===== config.mk =====
export PLATFORM = sky130hd
export DESIGN_NAME = lvw_status_reg
export DESIGN_NICKNAME = d
export VERILOG_FILES = /design/src/rtl/lvw_pkg.sv /design/src/rtl/lvw_sync.sv /design/src/rtl/lvw_flag_ctrl.sv /design/src/rtl/lvw_sel_reg.sv /design/src/rtl/lvw_status_reg.sv
export SDC_FILE = /design/constraint.sdc
export NUM_CORES = 1
export LEC_CHECK = 0
export CORE_AREA = 4 4 41 43
export CTS_CLUSTER_DIAMETER = 200
export CTS_CLUSTER_SIZE = 40
export DETAILED_ROUTE_END_ITERATION = 16
export DIE_AREA = 0 0 45 47
export GPL_TIMING_DRIVEN = 0
export SLEW_MARGIN = 10
export SYNTH_ARGS = -nofsm -noshare
export SYNTH_HDL_FRONTEND = slang
export SYNTH_HIERARCHICAL = 1
export SYNTH_SLANG_ARGS = --single-unit

===== constraint.sdc =====
create_clock -name clk -period 0.92 [get_ports clk]
set_input_delay 0.184 -clock clk [delete_from_list [all_inputs] [get_ports clk]]
set_output_delay 0.184 -clock clk [all_outputs]
set_load 0.1 [all_outputs]

===== src/rtl/lvw_pkg.sv =====
// Shared widths and bit positions of the supply warning status register.
// Assumes an eight-bit register bus; the field positions are fixed by software.
package lvw_pkg;
    localparam int unsigned REG_W      = 8;
    localparam int unsigned FLAG_BIT   = 7;
    localparam int unsigned ACK_BIT    = 6;
    localparam int unsigned DET_SEL_BIT  = 5;
    localparam int unsigned WARN_SEL_BIT = 4;
    localparam int unsigned RSVD_W     = 4;

    typedef struct packed {
        logic flag;
        logic det_hi;
        logic warn_hi;
    } lvw_state_t;
endpackage


===== src/rtl/lvw_sync.sv =====
// Multi-flop synchronizer for an asynchronous level.
// Assumes the input is a slow level; clears on the combined reset.
module lvw_sync #(
    parameter int unsigned STAGES = 2
) (
    input  logic clk,
    input  logic rst_n,
    input  logic d_i,
    output logic q_o
);
    logic [STAGES-1:0] chain_q;

    // Shift the asynchronous level through the flop chain.
    always_ff @(posedge clk) begin
        if (!rst_n) chain_q <= '0;
        else        chain_q <= {chain_q[STAGES-2:0], d_i};
    end

    assign q_o = chain_q[STAGES-1];
endmodule


===== src/rtl/lvw_flag_ctrl.sv =====
// Sticky warning flag with a conditional write-one acknowledge.
// Assumes warn_i is already synchronized. Set has priority over clear.
// Power-on reset clears the flag; warm reset freezes it.
module lvw_flag_ctrl (
    input  logic clk,
    input  logic por_n,
    input  logic warm_rst_n,
    input  logic warn_i,
    input  logic en_i,
    input  logic ack_i,
    output logic flag_o
);
    logic present;
    assign present = warn_i & en_i;

    // Update the flag: POR clear, warm hold, set first, then acknowledged clear.
    always_ff @(posedge clk) begin
        if (!por_n)              flag_o <= 1'b0;
        else if (!warm_rst_n)    flag_o <= flag_o;
        else if (present)        flag_o <= 1'b1;
        else if (ack_i)          flag_o <= 1'b0;
    end
endmodule


===== src/rtl/lvw_sel_reg.sv =====
// Holds the two trip-point select bits and maps them to the comparator selects.
// With DUAL_TRIP = 0 the outputs are tied to the high trip point.
module lvw_sel_reg #(
    parameter bit DUAL_TRIP = 1'b1
) (
    input  logic clk,
    input  logic por_n,
    input  logic warm_rst_n,
    input  logic wr_i,
    input  logic det_d_i,
    input  logic warn_d_i,
    output logic det_q_o,
    output logic warn_q_o,
    output logic det_hi_o,
    output logic warn_hi_o
);
    // Store the select bits; POR clears them, warm reset holds them.
    always_ff @(posedge clk) begin
        if (!por_n) begin
            det_q_o  <= 1'b0;
            warn_q_o <= 1'b0;
        end else if (warm_rst_n && wr_i) begin
            det_q_o  <= det_d_i;
            warn_q_o <= warn_d_i;
        end
    end

    generate
        if (DUAL_TRIP) begin : g_dual
            assign det_hi_o  = det_q_o;
            assign warn_hi_o = warn_q_o;
        end else begin : g_single
            assign det_hi_o  = 1'b1;
            assign warn_hi_o = 1'b1;
        end
    endgenerate
endmodule


===== src/rtl/lvw_status_reg.sv =====
// Top level of the supply warning status register.
// Assumes synchronous active-low resets and a single-cycle write strobe.
// The acknowledge bit is a one-cycle strobe and is never stored.
module lvw_status_reg
    import lvw_pkg::*;
#(
    parameter bit          DUAL_TRIP   = 1'b1,
    parameter int unsigned SYNC_STAGES = 2
) (
    input  logic             clk,
    input  logic             por_n,
    input  logic             warm_rst_n,
    input  logic             wr_en,
    input  logic [REG_W-1:0] wr_data,
    output logic [REG_W-1:0] rd_data,
    input  logic             warn_det_i,
    input  logic             det_en_i,
    output logic             det_trip_hi_o,
    output logic             warn_trip_hi_o
);
    logic       sync_rst_n;
    logic       warn_sync;
    logic       ack_pulse;
    lvw_state_t st;

    assign sync_rst_n = por_n & warm_rst_n;
    assign ack_pulse  = wr_en & wr_data[ACK_BIT];

    lvw_sync #(.STAGES(SYNC_STAGES)) sync_i (
        .clk   (clk),
        .rst_n (sync_rst_n),
        .d_i   (warn_det_i),
        .q_o   (warn_sync)
    );

    lvw_flag_ctrl flag_i (
        .clk        (clk),
        .por_n      (por_n),
        .warm_rst_n (warm_rst_n),
        .warn_i     (warn_sync),
        .en_i       (det_en_i),
        .ack_i      (ack_pulse),
        .flag_o     (st.flag)
    );

    lvw_sel_reg #(.DUAL_TRIP(DUAL_TRIP)) sel_i (
        .clk        (clk),
        .por_n      (por_n),
        .warm_rst_n (warm_rst_n),
        .wr_i       (wr_en),
        .det_d_i    (wr_data[DET_SEL_BIT]),
        .warn_d_i   (wr_data[WARN_SEL_BIT]),
        .det_q_o    (st.det_hi),
        .warn_q_o   (st.warn_hi),
        .det_hi_o   (det_trip_hi_o),
        .warn_hi_o  (warn_trip_hi_o)
    );

    // Assemble the read word; acknowledge and reserved bits read zero.
    always_comb begin
        rd_data               = '0;
        rd_data[FLAG_BIT]     = st.flag;
        rd_data[DET_SEL_BIT]  = st.det_hi;
        rd_data[WARN_SEL_BIT] = st.warn_hi;
    end
endmodule


==> results.txt <==
- After technology mapping, the gate count stands at 28.
* Yosys warns: 6
- Across the run, the number of max-cap violations was 0.
- Of the cells placed in the final design, the portion with a size suffix greater than 1 is 0.408.
- Post-CTS setup buffers: 0
* Die outline width: approximately 45 um
- The share of the Yosys chip area taken by registers is 0.408.
- CTS built an H-tree with a depth of 1.
- The share of synthesized area in the top cell type comes to 0.408.
- Slowest stage cell, crit path: sky130_fd_sc_hd__dfxtp_4
- The number of antenna diodes in the final layout is 0.
- The tree is rooted in a sky130_fd_sc_hd__clkbuf_4.
- Critical Path Start: sel_i/warn_hi_o$_SDFFE_PN0P_
- Number of filler instances in the final layout: around 130
* Data required time at the worst endpoint: approximately 0.74 ns
* Number of buffer and inverter stages on the critical path: 2
- After detailed routing, the number of vias per cell comes to between 3 and 4.
* Row cnt: 13
* Maximum resistive drop on vdd: about 810 uV
* Worst-case setup margin in the final layout: -0.132 ns
* Final Hold Fails: 0
* Worst hold path startpoint: wr_en
- All-layer global routing usage: 0.0696
- Across all register-to-register paths, the minimum setup slack is around 0.33 ns.
- Detailed-route wire length: about 520 um
- The number of different library cells used by synthesis comes to 9.
- Between clock sinks in the finished design, the worst skew comes to ~0.00067 ns.
- Layout area overhead: 108%
* Mean routed wirelength per cell: roughly 8 um
* Worst reg2reg path depth: 2
- The finished cells cover roughly 510 um2.
- The detailed router put a total of around 160 um of wire on met1.
- Maximum single-stage delay on the critical path: between 0.3 and 0.4 ns
- The highest layer touched by signal routing is met4.
- Largest cells by area after synthesis: sky130_fd_sc_hd__dfxtp_1 41%, sky130_fd_sc_hd__buf_4 21%, sky130_fd_sc_hd__and2_1 13%
* Initial core utilization: 0.188
* Clock latency on the worst-skew pair: between 0.2 and 0.25 ns
- Final setup violation count: 5
- Along the worst hold path, the cell count comes to 3.
* Antenna violations before repair: 0
* Crit Path Max Fanout: 3
* Setup repair after global routing missed its margin: true
- Met2 routed WL: 276 um
- Core utilization of the finished layout: 0.391
* Count of unresolved DRC violations after routing: 0
- Hold Path Class: in -> reg
- The design draws ~750 uW.
- Worst hold-check slack: about 0.27 ns
* Number of global-route vias before repair: between 200 and 250
* Die height: approximately 47 um
- Placed inst area: between 400 and 500 um2
- Count of nets left with antenna violations after detail routing: 0
- Yosys top cell by area: sky130_fd_sc_hd__dfxtp_1
* Pins over their slew limit: 0
* Number of primary I/O pins: 24
- Of the available clock period, the critical path in the final layout requires 1.14.
* CTS tree: built
- The die covers about 0.0021 mm2.
- The worst setup path is captured at an output port.
- Min Clock Period, post-route: approximately 1.1 ns
- The worst setup path is launched from a flip-flop.
- Maximum clock frequency: between 0.9 and 1 GHz
- The congestion estimate from routability-driven global placement came to 0.644.
* Failing checks: negative setup slack
- Cts bufs inserted: 3
- Post-CTS clock slew at the launch and capture registers of the worst setup and hold paths: around 0.04 ns
- Syn Area/Cell: roughly 8.8 um2
- DR pass1 iterations: 1
- The first global-routing pass estimated 924 um of wire.
- The setup path with the least slack is of type reg -> out.
- Summed over all cells, the static leakage comes to 0.228 nW.
- Net count of the finished layout: 64
- Critical path, cell by cell: buf_12 > buf_12
* Half-perimeter wire length of the detailed placement result: between 400 and 500 um
- Cts-stage hold buffer count: 0
- Post-synthesis register bit count: 5
* Sequential cell area: around 110 um2
- Entering global routing, the biggest net connects 8 pins.
- Result of the run: complete, but fails checks
- At the worst endpoint, the arrival time is between 0.8 and 0.9 ns.
* Cell family with the largest share of critical-path delay: flip-flops
- Vias: 240
- Cell Area, Synth: between 200 and 250 um2
- Multi-input combinational cell area: between 100 and 150 um2
- After the first detailed-routing iteration, the DRC count stood at 0.
* Most used cell along the critical path: sky130_fd_sc_hd__buf_12
- Number of clock sinks seen by CTS: 5
- Core Footprint: about 0.0013 mm2
- Pwr Density: roughly 1500 mW/mm2
* Worst Setup Slack post-DPL: -0.811 ns
- The clock passes through at most 2 buffers.
- Port buffering added 13 buffers.
- Number of logic stages on the critical path including buffering: 2
- The startpoint identified for the worst register-to-register timing path is sel_i/warn_hi_o$_SDFFE_PN0P_.
- Wire segments on met3 add up to about 75 um in the final route.
- The total overflow left after global routing is 0.
==> per-stage QoR <==
step,setup TNS (ns),std cells
6_report,-0.445,64
2_1_floorplan,-0.0241,32
4_1_cts,-0.521,64
3_3_place_gp,-4.85,60
5_1_grt,-0.632,64
3_5_place_dp,-4.92,60
==> cell usage in the layout (no fill, tap or decap) <==
cell	netlist	final
sky130_fd_sc_hd__dfxtp_4	0	3
sky130_fd_sc_hd__and2_1	5	5
sky130_fd_sc_hd__clkbuf_4	0	3
sky130_fd_sc_hd__conb_1	1	5
sky130_fd_sc_hd__buf_4	7	5
sky130_fd_sc_hd__and2_4	1	1
sky130_fd_sc_hd__clkbuf_1	0	1
sky130_fd_sc_hd__o21ai_1	2	2
sky130_fd_sc_hd__buf_8	0	1
sky130_fd_sc_hd__dlygate4sd2_1	0	1
sky130_fd_sc_hd__nand2_1	3	3
sky130_fd_sc_hd__clkdlybuf4s50_1	0	6
sky130_fd_sc_hd__dfxtp_1	5	2
sky130_fd_sc_hd__dlymetal6s2s_1	0	1
sky130_fd_sc_hd__o21ai_2	1	1
sky130_fd_sc_hd__buf_6	0	1
sky130_fd_sc_hd__nand4_1	3	3
sky130_fd_sc_hd__buf_12	0	5
==> state kept, by name, indices dropped and copies added, names as in the netlist <==
register	flops
sel_i/det_hi_o	1
flag_i/flag_o	1
sel_i/warn_hi_o	1
sync_i/chain_q	2
==> power breakdown <==
group | internal (mW) | switching, mW | leakage (nW)
Sequential | 0.219 | 0.00724 | 0.0430
Clock | 0.164 | 0.0894 | 0.0150
Combinational | 0.0919 | 0.178 | 0.170
==> cell type report <==
| class | count | area share |
|---|---|---|
| repair buffers | 13 | 0.329 |
| flip-flops and latches | 5 | 0.219 |
| multi-input cells | 20 | 0.211 |
| plain buffers | 7 | 0.152 |
| clock buffers | 4 | 0.0516 |
| well taps | 15 | 0.0369 |
==> cells by family (layout without fill, tap and decap cells) <==
family / Yosys count / count (layout) / share of synthesized area
buf+inv: 7 / 24 / 0.214
simple gates: 12 / 12 / 0.286
other cells: 1 / 5 / 0.0153
flops: 5 / 5 / 0.408
compound gates: 3 / 3 / 0.0765
==> worst register-to-register path: cells and delay by family (launching register included) <==
kind               cells  cell delay [ns]
DFF                    1             0.36
AOI/OAI and AO/OA      1             0.10
and+or+nand+nor        1             0.05
==> Yosys cell counts <==
cell	number
sky130_fd_sc_hd__o21ai_2	1
sky130_fd_sc_hd__dfxtp_1	5
sky130_fd_sc_hd__o21ai_1	2
sky130_fd_sc_hd__nand2_1	3
sky130_fd_sc_hd__and2_4	1
sky130_fd_sc_hd__buf_4	7
sky130_fd_sc_hd__and2_1	5
sky130_fd_sc_hd__nand4_1	3
sky130_fd_sc_hd__conb_1	1
==> worst paths after layout <==
| path | to |
|---|---|
| max | rd_data[4] |
| min reg2reg | sync_i/chain_q[1]$_SDFF_PN0_ |
| min | sel_i/det_hi_o$_SDFFE_PN0P_ |
| max reg2reg | sel_i/warn_hi_o$_SDFFE_PN0P_ |
==> layer usage <==
metal  up-vias  track usage
li1        123            -
met1       100       0.0501
met2        15        0.110
met3         2       0.0690
met4         0       0.0526
met5         -            0
==> timing repair <==
action	CTS	global route
setup endpoints to repair	6	6
gates resized for setup	42	2
pin swaps	0	0
Power figures use the tool's default switching activity.
